==> src/rtl/pq_steer_pkg.sv <==
package pq_steer_pkg;
  localparam int unsigned PQ_NPRIO = 8;
  localparam int unsigned PQ_CNT_W = 6;

  typedef enum logic {
    PQ_EXPRESS = 1'b0,
    PQ_PREEMPT = 1'b1
  } pq_queue_e;
endpackage

==> src/rtl/pq_occ_cnt.sv <==
module pq_occ_cnt #(
  parameter int unsigned CNT_W = pq_steer_pkg::PQ_CNT_W
) (
  input  logic clk_i,
  input  logic rst_ni,
  input  logic inc_i,
  input  logic dec_i,
  output logic empty_o
);
  localparam logic [CNT_W-1:0] CntMax = {CNT_W{1'b1}};

  logic [CNT_W-1:0] cnt_q;
  logic             dec_eff;

  // a departure from an empty priority is meaningless and dropped
  assign dec_eff = dec_i && (cnt_q != '0);

  always_ff @(posedge clk_i or negedge rst_ni) begin
    if (!rst_ni) begin
      cnt_q <= '0;
    end else if (inc_i && !dec_eff) begin
      if (cnt_q != CntMax) cnt_q <= cnt_q + 1'b1;
    end else if (dec_eff && !inc_i) begin
      cnt_q <= cnt_q - 1'b1;
    end
  end

  assign empty_o = (cnt_q == '0);
endmodule

==> src/rtl/pq_prio_slice.sv <==
module pq_prio_slice #(
  parameter int unsigned CNT_W = pq_steer_pkg::PQ_CNT_W
) (
  input  logic clk_i,
  input  logic rst_ni,
  input  logic enq_i,
  input  logic deq_i,
  input  logic target_i,
  output logic sw_ok_o,
  output logic eff_o
);
  logic empty;

  pq_occ_cnt #(.CNT_W(CNT_W)) u_cnt (
    .clk_i   (clk_i),
    .rst_ni  (rst_ni),
    .inc_i   (enq_i),
    .dec_i   (deq_i),
    .empty_o (empty)
  );

  // no frame queued and none arriving this clock
  assign sw_ok_o = empty && !enq_i;

  always_ff @(posedge clk_i or negedge rst_ni) begin
    if (!rst_ni)      eff_o <= pq_steer_pkg::PQ_EXPRESS;
    else if (sw_ok_o) eff_o <= target_i;
  end
endmodule

==> src/rtl/pq_steer_map.sv <==
module pq_steer_map #(
  parameter int unsigned NPRIO = pq_steer_pkg::PQ_NPRIO,
  parameter int unsigned CNT_W = pq_steer_pkg::PQ_CNT_W,
  localparam int unsigned PW   = (NPRIO > 1) ? $clog2(NPRIO) : 1
) (
  input  logic             clk_i,
  input  logic             rst_ni,
  input  logic             mask_we_i,
  input  logic [NPRIO-1:0] mask_wdata_i,
  input  logic             preempt_ok_i,
  input  logic             in_valid_i,
  input  logic [PW-1:0]    in_prio_i,
  output logic             in_ready_o,
  output logic             sel_valid_o,
  output logic [PW-1:0]    sel_prio_o,
  output logic             sel_queue_o,
  input  logic             sel_ready_i,
  input  logic             deq_valid_i,
  input  logic [PW-1:0]    deq_prio_i,
  output logic [NPRIO-1:0] eff_map_o,
  output logic [NPRIO-1:0] switch_pend_o
);
  logic [NPRIO-1:0] pend_q;
  logic [NPRIO-1:0] target;
  logic [NPRIO-1:0] sw_ok;
  logic             accept;

  always_ff @(posedge clk_i or negedge rst_ni) begin
    if (!rst_ni)        pend_q <= '0;
    else if (mask_we_i) pend_q <= mask_wdata_i;
  end

  // until preemption is usable every priority aims at express
  assign target = pend_q & {NPRIO{preempt_ok_i}};

  assign accept = in_valid_i && sel_ready_i;

  for (genvar p = 0; p < NPRIO; p++) begin : g_prio
    logic enq;
    logic deq;
    assign enq = accept      && (in_prio_i  == PW'(p));
    assign deq = deq_valid_i && (deq_prio_i == PW'(p));

    pq_prio_slice #(.CNT_W(CNT_W)) u_slice (
      .clk_i    (clk_i),
      .rst_ni   (rst_ni),
      .enq_i    (enq),
      .deq_i    (deq),
      .target_i (target[p]),
      .sw_ok_o  (sw_ok[p]),
      .eff_o    (eff_map_o[p])
    );
  end

  assign in_ready_o    = sel_ready_i;
  assign sel_valid_o   = in_valid_i;
  assign sel_prio_o    = in_prio_i;
  assign sel_queue_o   = (32'(in_prio_i) < NPRIO) ? eff_map_o[in_prio_i] : 1'b0;
  assign switch_pend_o = target ^ eff_map_o;
endmodule

==> config.mk <==
export PLATFORM = sky130hd
export DESIGN_NAME = pq_steer_map
export DESIGN_NICKNAME = d
export VERILOG_FILES = /design/src/rtl/pq_steer_pkg.sv /design/src/rtl/pq_occ_cnt.sv /design/src/rtl/pq_prio_slice.sv /design/src/rtl/pq_steer_map.sv
export SDC_FILE = /design/constraint.sdc
export NUM_CORES = 1
export LEC_CHECK = 0
export BUFFER_PORTS_ARGS = -buffer_cell sky130_fd_sc_hd__buf_2
export CAP_MARGIN = 20
export CORE_MARGIN = 2
export CORE_UTILIZATION = 51
export DETAILED_ROUTE_END_ITERATION = 6
export HOLD_SLACK_MARGIN = 0.12
export PLACE_DENSITY = 0.7
export SETUP_SLACK_MARGIN = 0.2
export SYNTH_ARGS = -nofsm -noshare
export SYNTH_HDL_FRONTEND = slang
export SYNTH_HIERARCHICAL = 1
export SYNTH_SLANG_ARGS = --single-unit
==> constraint.sdc <==
create_clock -name clk_i -period 4 [get_ports clk_i]
set_input_delay 0.6 -clock clk_i [delete_from_list [all_inputs] [get_ports clk_i]]
set_output_delay 0.6 -clock clk_i [all_outputs]
set_load 0.02 [all_outputs]
# [After elaboration in Yosys (flattened, before gate mapping)]
# Index checks and enable logic that the tools add are counted.
# W data, S select, Z words.
[word_totals] register_bits=64 in_bits=21 out_inout_bits=22 elab_cells=191
[op_classes] n_addsub=16 magnitude_cmp=1 eq_ne=30 mux=26 bitwise=2 n_reduce_logical=99
[ops] op="$mux W6" n=24
[ops] op="$logic_and A1 B1 Y1" n=49
[ops] op="$add A6 B1 Y6 const B" n=8
[ops] op="$logic_not A6 Y1" n=8
[ops] op="$ne A6 B6 Y1 const B" n=8
[ops] op="$reduce_bool A6 Y1" n=8
[ops] op="$sub A6 B1 Y6 const B" n=8
[ops] op="$eq A3 B3 Y1 const B" n=8
[ops] op="$logic_not A1 Y1" n=16
[ops] op="$ne A2 B1 Y1 const B" n=8
[ops] op="$reduce_and A2 Y1" n=8
[ops] op="$reduce_bool A2 Y1" n=8
[ops] op="$eq A3 B2 Y1 const B" n=4
[ops] op="$and A8 B8 Y8" n=1
[ops] op="$xor A8 B8 Y8" n=1
[ops] op="$eq A3 B1 Y1 const B" n=2
[ops] op="$logic_not A3 Y1" n=2
[ops] op="$lt A3 B4 Y1 const B" n=1
[ops] op="$bmux W1 S3" n=1
[ops] op="$mux W1" n=1

# [Depth between registers and ports, before layout]
[depth] ltp_word=7 depth_mapped=10 ltp_nobuf=10

# [By module]
# The synthesis kept the hierarchy.
[by_module_without_submodules] module="pq_occ_cnt" n_inst=8 cells_each=43 area_each_um2=491.7 seq_area_each_um2=150.1
[by_module_without_submodules] module="pq_steer_map" n_inst=1 cells_each=68 area_each_um2=646.9 seq_area_each_um2=200.2
[by_module_without_submodules] module="pq_prio_slice" n_inst=8 cells_each=3 area_each_um2=53.8 seq_area_each_um2=25.0

# [Worst setup path before layout]
# Ideal clock, no wire load.
[synth_path] path_kind="input-to-reg" startpoint="input in_prio_i[0]" endpoint="register g_prio[0].u_slice.u_cnt.cnt_q[5]" setup_time_ns=0.135 arrival_ns=2.772 setup_slack_ns=1.093 stages=9 n_path_buf=0 path_cell_list="nand3b_1 -> nor3_1 -> nand2_1 -> ha_1 -> a211oi_1 -> o21bai_1 -> a21oi_1 -> mux2i_1 -> o211ai_1"
[synth_via] elab_chain_cells=6
[synth_lines] item="from (decl)" line_no="pq_steer_map.sv:12" rtl="input logic [PW-1:0] in_prio_i,"
[synth_lines] item="$logic_not A3 Y1 (*)" line_no="pq_steer_map.sv:41" rtl="assign enq = accept && (in_prio_i == PW'(p));"
[synth_lines] item="$logic_and A1 B1 Y1 (*)" line_no="pq_steer_map.sv:41"
[synth_lines] item="named net g_prio[0].enq" line_no="pq_steer_map.sv:39" rtl="logic enq;"
[synth_lines] item="$logic_not A1 Y1" line_no="pq_occ_cnt.sv:23" rtl="end else if (dec_eff && !inc_i) begin"
[synth_lines] item="$logic_and A1 B1 Y1" line_no="pq_occ_cnt.sv:23"
[synth_lines] item="$reduce_bool A2 Y1 (no line)"
[synth_lines] item="$reduce_and A2 Y1 (no line)"
[synth_lines] item="to (signal assigned)" line_no="pq_occ_cnt.sv:22" rtl="if (cnt_q != CntMax) cnt_q <= cnt_q + 1'b1;"
[synth_lines] item="to (signal assigned)" line_no="pq_occ_cnt.sv:24" rtl="cnt_q <= cnt_q - 1'b1;"
[synth_lines] item="to (decl)" line_no="pq_occ_cnt.sv:12" rtl="logic [CNT_W-1:0] cnt_q;"
# The timed path passes the listed nets; every way through them passes the cells marked *.
# A chain may end at the register's enable or synchronous reset.

# [Worst setup path after layout]
[layout_path] startpoint="register g_prio[3].u_slice.u_cnt.cnt_q[5]" endpoint="register g_prio[3].u_slice.u_cnt.cnt_q[5]"
[layout_via] elab_chain_cells=6
[layout_lines] item="from (decl)" line_no="pq_occ_cnt.sv:12"
[layout_lines] item="from (signal assigned)" line_no="pq_occ_cnt.sv:22"
[layout_lines] item="from (signal assigned)" line_no="pq_occ_cnt.sv:24"
[layout_lines] item="parallel branches: the longest is 6 deep, another holds $sub A6 B1 Y6"
# Parallel ways; which one is timed is not known. The select of a mux whose other input is x is not followed.

==> impl_metrics.tcl <==
set metrics [dict create \
    worstRegToRegCells 9 \
    diodes 0 \
    p_comb_frac 0.519 \
    number_of_unique_standard_cell_types_used_by_synthesis 35 \
    gp_routability_congestion 0.839 \
    cp_max_fo 5 \
    syn_area_per_cell_um2 11.5 \
    total_power_density_per_cell_area_nw_per_um2 745 \
    cts-root-to-sink-buffers 2 \
    grt_start_max_net_pins 43 \
    floorplan.die.height_um 103 \
    seq_power_share 0.357 \
    power_report.internal_total_mw 2.33 \
    area_growth_from_synthesis_to_layout_pct 8.41 \
    syn-instance-count 436 \
    mostFrequentLayoutCell "dfrtp_1" \
    antenna_found_initial 0 \
    maxSlewHeadroom 0.587 \
    number_of_flip_flops_and_latches_in_the_synthesized_netlist 64 \
    detailedRoute.firstPassIterationCount 4 \
    coreArea_um2 9640 \
    die_outline_area_um2 10600 \
    report.final.hold_viol_count 0 \
    placement.io_buffers 42 \
    drv.max_cap_violation_count 0 \
    grt_pass1_vias 3405 \
    achievable_clock_frequency_mhz 325 \
    worstHoldPathType "input pin to asynchronous set/reset pin" \
    post_cts_setup_bufs 0 \
    synth_fp_nets 497 \
    antenna_violating_nets_post_route 0 \
    clock_insertion_delay_worst_skew_ns 0.35 \
    period_needed_ns 3.08 \
    worstPathBufferInverterCount 0 \
    number_of_hold_repair_buffers_added_at_the_cts_stage 0 \
    grt_remaining_overflow 0 \
    max_slew.worst_pin.slew_ns 0.614 \
    finalNetCount 538 \
    totalWireLength_mm 10.2 \
    p_sw_mw 1.72 \
    floorplan.die.width_um 103 \
    critical_path.endpoint_type "flip-flop" \
    start_util 0.520 \
    layout_worst_path_cycle_share 0.770 \
    grt_first_pass_wirelength_mm 16.8 \
    placement_row_count 36 \
    layout.cells.most_common_list "dfrtp_1, buf_2, mux2_4" \
    drive_above_1_share 0.274 \
    final_critical_path_setup_slack_ns 0.922 \
    total_number_of_h_tree_levels 3 \
    tritoncts.num_buffers 9 \
    rsz0062_at_grt "false" \
    dp_hpwl_mm 7.64 \
    final.fill_count 861 \
    drc_violations_left 0 \
    synth_warnings 6 \
    synth_sequential_area_ratio 0.320 \
    detailroute.wirelength.met3_um 374 \
    timing.clock.skew_ns 0.00448 \
    criticalPathCategory "flip-flop to flip-flop" \
    worst_path_max_delay_cell "or4_4" \
    crit_required_ns 4.23 \
    routed_wire_length_per_instance_um 16.6 \
    timing.rr.end "g_prio[3].u_slice/u_cnt/cnt_q[5]" \
    met1Wirelength_mm 4.72 \
    worst_setup_path_start_kind "flip-flop" \
    total_power_mw 4.05 \
    path_delay_family "compound AO/OA/AOI/OAI gates" \
    preCtsSetupSlack_ns 0.750 \
    clockRootBuffer "clkbuf_8" \
    synth_area_um2 5010 \
    source_of_the_worst_register_to_register_timing_path "g_prio[3].u_slice/u_cnt/cnt_q[5]" \
    track_usage 0.206 \
    worst_setup_hold_path_clk_slew_ns 0.07 \
    result_of_the_run "finished, final reports clean" \
    boundaryPins 43 \
    route.top_layer_used "met4" \
    totalNegativeSetupSlack_ns 0 \
    cpPeakStageDelay_ns 0.58 \
    report.final.setup_viol 0 \
    drt_first_iter_violations 125 \
    tritoncts "built" \
    timing.reg2reg.setup_slack_ns 0.92 \
    holdWs_ns 0.231 \
    cts-resized-gates 0 \
    cp_cell_sequence "or4_4 -> o31ai_4 -> nand2_1 -> ha_1 -> a211oi_1 -> o21bai_1 -> a21oi_1 -> mux2i_1 -> o211ai_1" \
    power.leakage_nw 2.47 \
    final_max_slew_viol_count 0 \
    cts.sinks 64 \
    largest_voltage_drop_on_the_vdd_net_mv 0.344 \
    clkPwrFrac 0.124 \
    switching_share 0.425 \
    met2RoutedLength_mm 4.92 \
    routed_via_density 5.70 \
    routed-via-count 3504 \
    crit_arrival_ns 3.31 \
]
## per-layer routing
layer,track usage,up-vias
met3,0.0285,15
li1,-,1693
met2,0.335,54
met5,0,-
met1,0.275,1742
met4,0.0901,0
## power by group through the flow
stage	Sequential (mW)	Combinational, mW	Clock [mW]
2_1_floorplan	1.36	1.69	0
3_3_place_gp	1.42	2.02	0
3_5_place_dp	1.45	2.09	0
4_1_cts	1.44	2.11	0.522
5_1_grt	1.50	2.32	0.551
6_report	1.44	2.10	0.503
## registers in the layout (all words and copies together) (netlist names)
register / count
pend_q: 8
g_prio.u_slice/u_cnt/cnt_q: 48
g_prio.u_slice/eff_o: 8
## how the worst max path moves through the flow
stage	startpoint	to	depth (start not counted)	slack [ns]
3_5_place_dp	in_prio_i[0]	g_prio[4].u_slice/u_cnt/cnt_q[5]	10	0.75
3_3_place_gp	in_prio_i[0]	g_prio[2].u_slice/u_cnt/cnt_q[5]	10	0.83
5_1_grt	g_prio[3].u_slice/u_cnt/cnt_q[5]	g_prio[3].u_slice/u_cnt/cnt_q[5]	9	0.76
6_report	g_prio[3].u_slice/u_cnt/cnt_q[5]	g_prio[3].u_slice/u_cnt/cnt_q[5]	9	0.92
4_1_cts	g_prio[3].u_slice/u_cnt/cnt_q[5]	g_prio[3].u_slice/u_cnt/cnt_q[5]	9	0.98
2_1_floorplan	in_prio_i[0]	g_prio[0].u_slice/u_cnt/cnt_q[5]	9	1.09
## area by class of cell
type	instances	area, um2	share of cell area
tap	133	166	0.0306
clock inverter	4	20.0	0.00368
timing repair buffer	45	233	0.0428
inverter	8	30.0	0.00553
multi-input combinational	349	3240	0.596
sequential	64	1600	0.295
clock buffer	12	145	0.0267
## Yosys cell counts, drive strengths merged
| cell type | number | area, um2 |
|---|---|---|
| nand2 | 19 | 71.3 |
| o21ai | 8 | 40.0 |
| a21oi | 24 | 120 |
| xnor2 | 16 | 140 |
| nand3 | 9 | 45.0 |
| clkbuf | 1 | 3.75 |
| a211o | 8 | 70.1 |
| or2 | 8 | 50.1 |
| nor2 | 20 | 95.1 |
| fa | 8 | 160 |
| a211oi | 8 | 60.1 |
| o211ai | 16 | 120 |
| nor2b | 8 | 110 |
| mux2 | 49 | 702 |
| o31ai | 8 | 170 |
| dfrtp | 64 | 1600 |
| a21o | 16 | 120 |
| xor2 | 24 | 210 |
| ha | 32 | 400 |
| and4 | 8 | 70.1 |
| and2 | 8 | 50.1 |
| mux4 | 2 | 52.6 |
| buf | 14 | 139 |
| and3 | 8 | 50.1 |
| o21bai | 8 | 60.1 |
| nor3 | 12 | 60.1 |
| nand2b | 5 | 31.3 |
| nand3b | 1 | 7.51 |
| inv | 8 | 30.0 |
| or4 | 8 | 90.1 |
| mux2i | 8 | 80.1 |
## logic make-up after synthesis
| logic type | count (synthesis) | synth area share |
|---|---|---|
| DFF | 64 | 0.320 |
| adders and majority gates | 40 | 0.112 |
| buffers and inverters | 23 | 0.0345 |
| muxes | 59 | 0.167 |
| and+or+nand+nor | 114 | 0.146 |
| AOI/OAI and AO/OA | 96 | 0.152 |
| xor gates and xnor gates | 40 | 0.0699 |
## per-stage QoR
stage	utilization	cell area [um2]	instances
CTS	0.564	5430	615
detailed placement	0.546	5270	599
floorplan	-	5010	436
finish	0.564	5430	615
global route	0.564	5430	615
global placement	0.546	5270	599
## worst register-to-register path, stage by stage, from the launching register on
cell and delay [ns]:
dfrtp_1 0.44, or4_4 0.59, o31ai_4 0.25, nand2_1 0.20
ha_1 0.38, a211oi_1 0.29, o21bai_1 0.15, a21oi_1 0.33
mux2i_1 0.22, o211ai_1 0.09
Note: power is estimated with default switching activity, not from simulation.
